File: src/rtl/cnt_pkg.sv
package cnt_pkg;
  // How the active-low clear takes effect.
  typedef enum logic {
    CLR_SYNC  = 1'b0,
    CLR_ASYNC = 1'b1
  } clr_mode_e;
endpackage

File: src/rtl/cnt_nib_next.sv
// Next-state selection for one stage: preset beats counting; clear is handled at the register.
module cnt_nib_next #(
  parameter int NIB_W = 4
) (
  input  logic [NIB_W-1:0] cur,
  input  logic [NIB_W-1:0] din,
  input  logic             load_n,
  input  logic             adv,
  output logic [NIB_W-1:0] nxt,
  output logic             full
);
  localparam logic [NIB_W-1:0] ONE = NIB_W'(1);

  always_comb begin
    if (!load_n)  nxt = din;
    else if (adv) nxt = cur + ONE;
    else          nxt = cur;
  end

  assign full = &cur;
endmodule

File: src/rtl/cnt_stage.sv
// One nibble stage: state register plus terminal-carry gate.
module cnt_stage
  import cnt_pkg::*;
#(
  parameter int        NIB_W    = 4,
  parameter clr_mode_e CLR_MODE = CLR_ASYNC
) (
  input  logic             clk,
  input  logic             clr_n,
  input  logic             load_n,
  input  logic             cnt_en,
  input  logic             carry_en,
  input  logic [NIB_W-1:0] d,
  output logic [NIB_W-1:0] q,
  output logic             carry_out
);
  logic [NIB_W-1:0] nxt;
  logic             full;

  cnt_nib_next #(.NIB_W(NIB_W)) next_i (
    .cur    (q),
    .din    (d),
    .load_n (load_n),
    .adv    (cnt_en & carry_en),
    .nxt    (nxt),
    .full   (full)
  );

  generate
    if (CLR_MODE == CLR_ASYNC) begin : g_aclr
      always_ff @(posedge clk or negedge clr_n) begin
        if (!clr_n) q <= '0;
        else        q <= nxt;
      end
    end else begin : g_sclr
      always_ff @(posedge clk) begin
        if (!clr_n) q <= '0;
        else        q <= nxt;
      end
    end
  endgenerate

  assign carry_out = carry_en & full;
endmodule

File: src/rtl/cnt_chain.sv
// Top: STAGES nibble counters, each stage's carry feeding the next stage's carry enable.
module cnt_chain
  import cnt_pkg::*;
#(
  parameter int        NIB_W    = 4,
  parameter int        STAGES   = 2,
  parameter clr_mode_e CLR_MODE = CLR_ASYNC,
  localparam int       W        = NIB_W * STAGES
) (
  input  logic         clk,
  input  logic         clr_n,
  input  logic         load_n,
  input  logic         cnt_en,
  input  logic         carry_en,
  input  logic [W-1:0] d,
  output logic [W-1:0] q,
  output logic         carry_out
);
  logic [STAGES:0] t_link;

  assign t_link[0] = carry_en;

  generate
    for (genvar k = 0; k < STAGES; k++) begin : g_stage
      cnt_stage #(.NIB_W(NIB_W), .CLR_MODE(CLR_MODE)) stage_i (
        .clk       (clk),
        .clr_n     (clr_n),
        .load_n    (load_n),
        .cnt_en    (cnt_en),
        .carry_en  (t_link[k]),
        .d         (d[k*NIB_W +: NIB_W]),
        .q         (q[k*NIB_W +: NIB_W]),
        .carry_out (t_link[k+1])
      );
    end
  endgenerate

  assign carry_out = t_link[STAGES];
endmodule

File: config.mk
export PLATFORM = sky130hd
export DESIGN_NAME = cnt_chain
export DESIGN_NICKNAME = d
export VERILOG_FILES = /design/src/rtl/cnt_pkg.sv /design/src/rtl/cnt_nib_next.sv /design/src/rtl/cnt_stage.sv /design/src/rtl/cnt_chain.sv
export SDC_FILE = /design/constraint.sdc
export NUM_CORES = 1
export LEC_CHECK = 0
export BUFFER_PORTS_ARGS = -buffer_cell sky130_fd_sc_hd__buf_4
export CORE_AREA = 2 2 39 41
export DETAILED_ROUTE_END_ITERATION = 8
export DIE_AREA = 0 0 41 43
export PLACE_DENSITY = 0.66
export REMOVE_ABC_BUFFERS = 1
export SLEW_MARGIN = 0
export SYNTH_ARGS = -nofsm -noshare
export SYNTH_HDL_FRONTEND = slang
export SYNTH_SLANG_ARGS = --single-unit
File: constraint.sdc
create_clock -name clk -period 1.75 [get_ports clk]
set_input_delay 0.0875 -clock clk [delete_from_list [all_inputs] [get_ports clk]]
set_output_delay 0.0875 -clock clk [all_outputs]
set_load 0.02 [all_outputs]
# Yosys cells after proc, flatten, opt, wreduce, memory -nomap -nowiden
# Cells that the tools add are included.
[word_totals]
regBits = 8
in_bits = 13
output_inout_bits = 9
elab_cells = 16
[op_classes]
addsub = 2
n_eq_ne = 2
mux = 4
bitwise_logic = 4
n_reduce_logical = 2
[ops]
columns = ["operator", "count"]
rows = [
  ["$mux 4", 4],
  ["$add 4x1->4 const B", 2],
  ["$reduce_and 4->1", 2],
  ["$and 1x1->1", 4],
  ["$ne 2x1->1 const B", 2],
]

# Logic depth before layout (Yosys ltp)
[logic_depth]
word_depth = 5
mapped_depth = 4

# Cells and area by module
# From an unflattened synthesis, not the netlist that was laid out.
[unflattened]
cells_unflattened = 46
area_unflattened_um2 = 432.9
[modules_own_cells]
columns = ["mod", "instances", "cells_per_inst", "area_per_inst_um2", "seq_area_each_um2"]
rows = [
  ["cnt_stage", 2, 6, 112.6, 100.1],
  ["cnt_nib_next", 2, 17, 103.8, 0.0],
]

# Worst setup path after synthesis
# Ideal clock, no wire load.
[synth_timing]
path_type = "register to register"
startpoint = "reg g_stage[0].stage_i.q[0]"
endpoint = "reg g_stage[1].stage_i.q[0]"
setup_time_ps = 82
t_arrival_ps = 1441
required_time_ps = 1668
setup_slack_ps = 227
path_stages_with_launch = 5
period_less_slack_ps = 1523
cell_sequence = "dfrtp_1 -> ha_1 -> nand3_1 -> or3_2 -> a31oi_1"
[synth_between]
elab_chain_cells = 4
[synth_rtl]
columns = ["item", "line", "rtl"]
rows = [
  ["start, declared", "cnt_stage.sv:14", "output logic [NIB_W-1:0] q,"],
  ["start signal, assigned", "cnt_stage.sv:33", "else q <= nxt;"],
  ["$reduce_and 4->1", "cnt_nib_next.sv:20", "assign full = &cur;"],
  ["$and 1x1->1", "cnt_stage.sv:43", "assign carry_out = carry_en & full;"],
  ["$and 1x1->1", "cnt_stage.sv:24", ".adv (cnt_en & carry_en),"],
  ["$ne 2x1->1 (no line)", "-", ""],
  ["end signal, assigned", "cnt_stage.sv:33", ""],
  ["end, declared", "cnt_stage.sv:14", ""],
]
# No other way between the ends.
# A chain may end at the register's enable or synchronous reset.

# Worst setup path after layout
# Ends and elaborated chain as after synthesis.

==> run metrics <==
CTS Sinks=8; I/O Buffers=21; skew final=5.069 ps; cells along the critical path=ha_1 > nand3_1 > or3_2 > a31oi_1; hpwl dp=778.9 um; total grt overflow=0; CP Max Fanout=7; Tmin final=1473 ps; multi-input combinational cell area=236.5 sq um; Least-Margin Pin Slew=between 200 and 250 ps; Synth area leader=dfrtp_1; most flop-heavy register=g_stage.stage_i.q; register area=200.2 sq um; RSZ-0062 raised after global routing=false; fillers=150; post-layout total power=0.0005237 W; slowest CP cell=or3_2; commonest cells after routing, fill and taps aside=buf_4 (21), nor2_1 (9), dfrtp_1 (8); max FFs per register=8; I/O Pins=22; Num CTS Buffers=3; largest family of logic cells by synthesized area=simple AND/OR/NAND/NOR gates; H-tree levels=1; Netlist Area Pre-Place=455.4 sq um; CP startpoint kind=flop; clock insertion delay at the later pin of the skew report=about 260 ps; CTS tree=built; Placement Cell Area=614.3 sq um; Final Wtd Congestion=0.7542; total global-route track usage=12.80%; Die X-Extent=41 um; synth-to-layout area growth=42.03%; vias in the first global route=approximately 360; slew margin rel.=between 80% and 90%; Vias=441; crit path DAT=between 1500 and 2000 ps; post-DR vias/cell=4.955; CP Buf/Inv Count=0; critical path's largest stage delay=450 ps; Setup-failing EPs final=0; outcome=finished clean; Synth Register Bits=8; Yosys cell types=19; largest registers=g_stage.stage_i.q: 8 flops; post-synthesis mux area share=2.198%; Tcrit/Tclk final=~84%; commonest non-fill, non-tap cell in the layout=buf_4; Pre-antenna DRT Iters=4; largest cells by area after synthesis=dfrtp_1 (44%), nor2_1 (7.4%), a31oi_1 (5.5%); Syn Area/Cell=9.109 sq um; Crit. End Element=flop; FMAX=678.9 MHz; Max Buffers Root-to-Sink=2; 1st-iter DRT viols=2; PD cells=809.6 nW/um^2; largest net degree at the start of global routing=17; share of the synthesized area in the top cell type=43.96%; Util after Layout=between 40 and 50%; Chip Height=43 um; final hold violations=0; # nets final=90; Cells after Synth=50; post-route design area=between 600 and 700 sq um; wire per inst=between 10 and 15 um; warnings from Yosys=0; first-pass GRT wire length=1.435 mm; number of diodes=0; setup_tns=0 ps; Adder-Cell Fraction of Synth Area=5.495%; Max IR drop VDD=approximately 0.00044 V; root buf cell=clkbuf_4; initial antenna violation count=0; kind of critical path=reg2reg; P_leak=about 0.29 nW; share of cells above drive strength 1=35.62%; worst slack, placed=275.3 ps; worst min path class=in2reg; post-layout worst setup margin=277.1 ps; DRC=0; Worst-path clk slew=60 ps; Detail Route Antenna Nets=0; Die ar.=1763 sq um; post-synthesis simple-gate area fraction=22.80%; initial core utilization=32.91%; core area=1384 sq um; sequential area share after synthesis=43.96%; # rows=14; Synth Area in XOR/XNOR=3.846%; Critical Path RT=1930 ps; Synth Area in Compound Gates=17.58%; Top delay family on crit path=simple AND/OR/NAND/NOR gates; number of max-cap violations=0; post-cts sizing count=0; Slew Limit Fails=0; WL final=around 990 um
-- stage by stage --
step,instances,hold WS (ps)
6_report,89,65.21
5_1_grt,89,68.27
4_1_cts,89,61.88
2_1_floorplan,48,-208.1
3_3_place_gp,85,-88.06
3_5_place_dp,85,-88.89
-- layout make-up --
class / count / area share, %
multi-input combinational: 40 / 36.56
sequential: 8 / 30.95
timing repair buffer: 22 / 25.92
clock buffer: 3 / 3.482
tap: 16 / 3.095
-- layer usage --
layer / vias to the layer above / track usage, % / wire [um]
li1: 233 / - / -
met1: 190 / 12.70 / 418
met2: 16 / 19.69 / 452
met3: 2 / 6.806 / 98
met4: 0 / 8.000 / 23
met5: - / 0 / 0
-- what timing repair did --
action | in CTS | in global routing
hold buffers | 1 | 0
endpoints found under the hold margin | 8 | 0
buffers inserted | 0 | 0
-- kinds of logic (layout without fill, tap and decap cells) --
family                   after synthesis  in the layout
adder cells (fa/ha/maj)                2              2
buffers and inverters                  2             25
XOR/XNOR                               2              2
multiplexers                           1              1
AND/OR/NAND/NOR                       21             21
flip-flops                             8              8
AO/OA/AOI/OAI                         14             14
-- cell usage after synthesis --
library cell,count
buf_6,1
nand4_1,2
ha_1,2
a21oi_1,4
o21a_1,1
dfrtp_1,8
o21ai_0,4
a31oi_1,4
or4_1,1
nand2_1,1
nand2_2,1
nand3_1,4
or3_2,1
xor2_1,2
mux2i_1,1
or3_1,2
nor2_1,9
clkbuf_4,1
o31ai_1,1
-- worst paths after layout --
path | start | endpoint | slack, ps | cells after the start
worst min register to register | g_stage[1].stage_i.q[3] | g_stage[1].stage_i.q[3] | 600 | 2
worst min-delay path | d[5] | g_stage[1].stage_i.q[1] | 70 | 3
worst max-delay path | g_stage[0].stage_i.q[0] | g_stage[1].stage_i.q[0] | 280 | 4
worst max register to register | g_stage[0].stage_i.q[0] | g_stage[1].stage_i.q[0] | 280 | 4
min in group asynchronous | clr_n | g_stage[1].stage_i.q[2] | 190 | 2
max in group asynchronous | clr_n | g_stage[0].stage_i.q[0] | 1430 | 2
-- tightest hold or removal path: cells and delay by family --
family                 cells  cell delay [ps]
buffers and inverters      1               70
AND/OR/NAND/NOR            1               30
AO/OA/AOI/OAI              1               90
-- report_power, final --
group	total (W)	leakage, nW	switching [W]	internal [W]
sequential	0.000232	0.0895	0.0000265	0.000205
combinational	0.000147	0.183	0.0000759	0.0000708
clock	0.000146	0.0138	0.0000668	0.0000788
(Power assumes the default switching activity.)
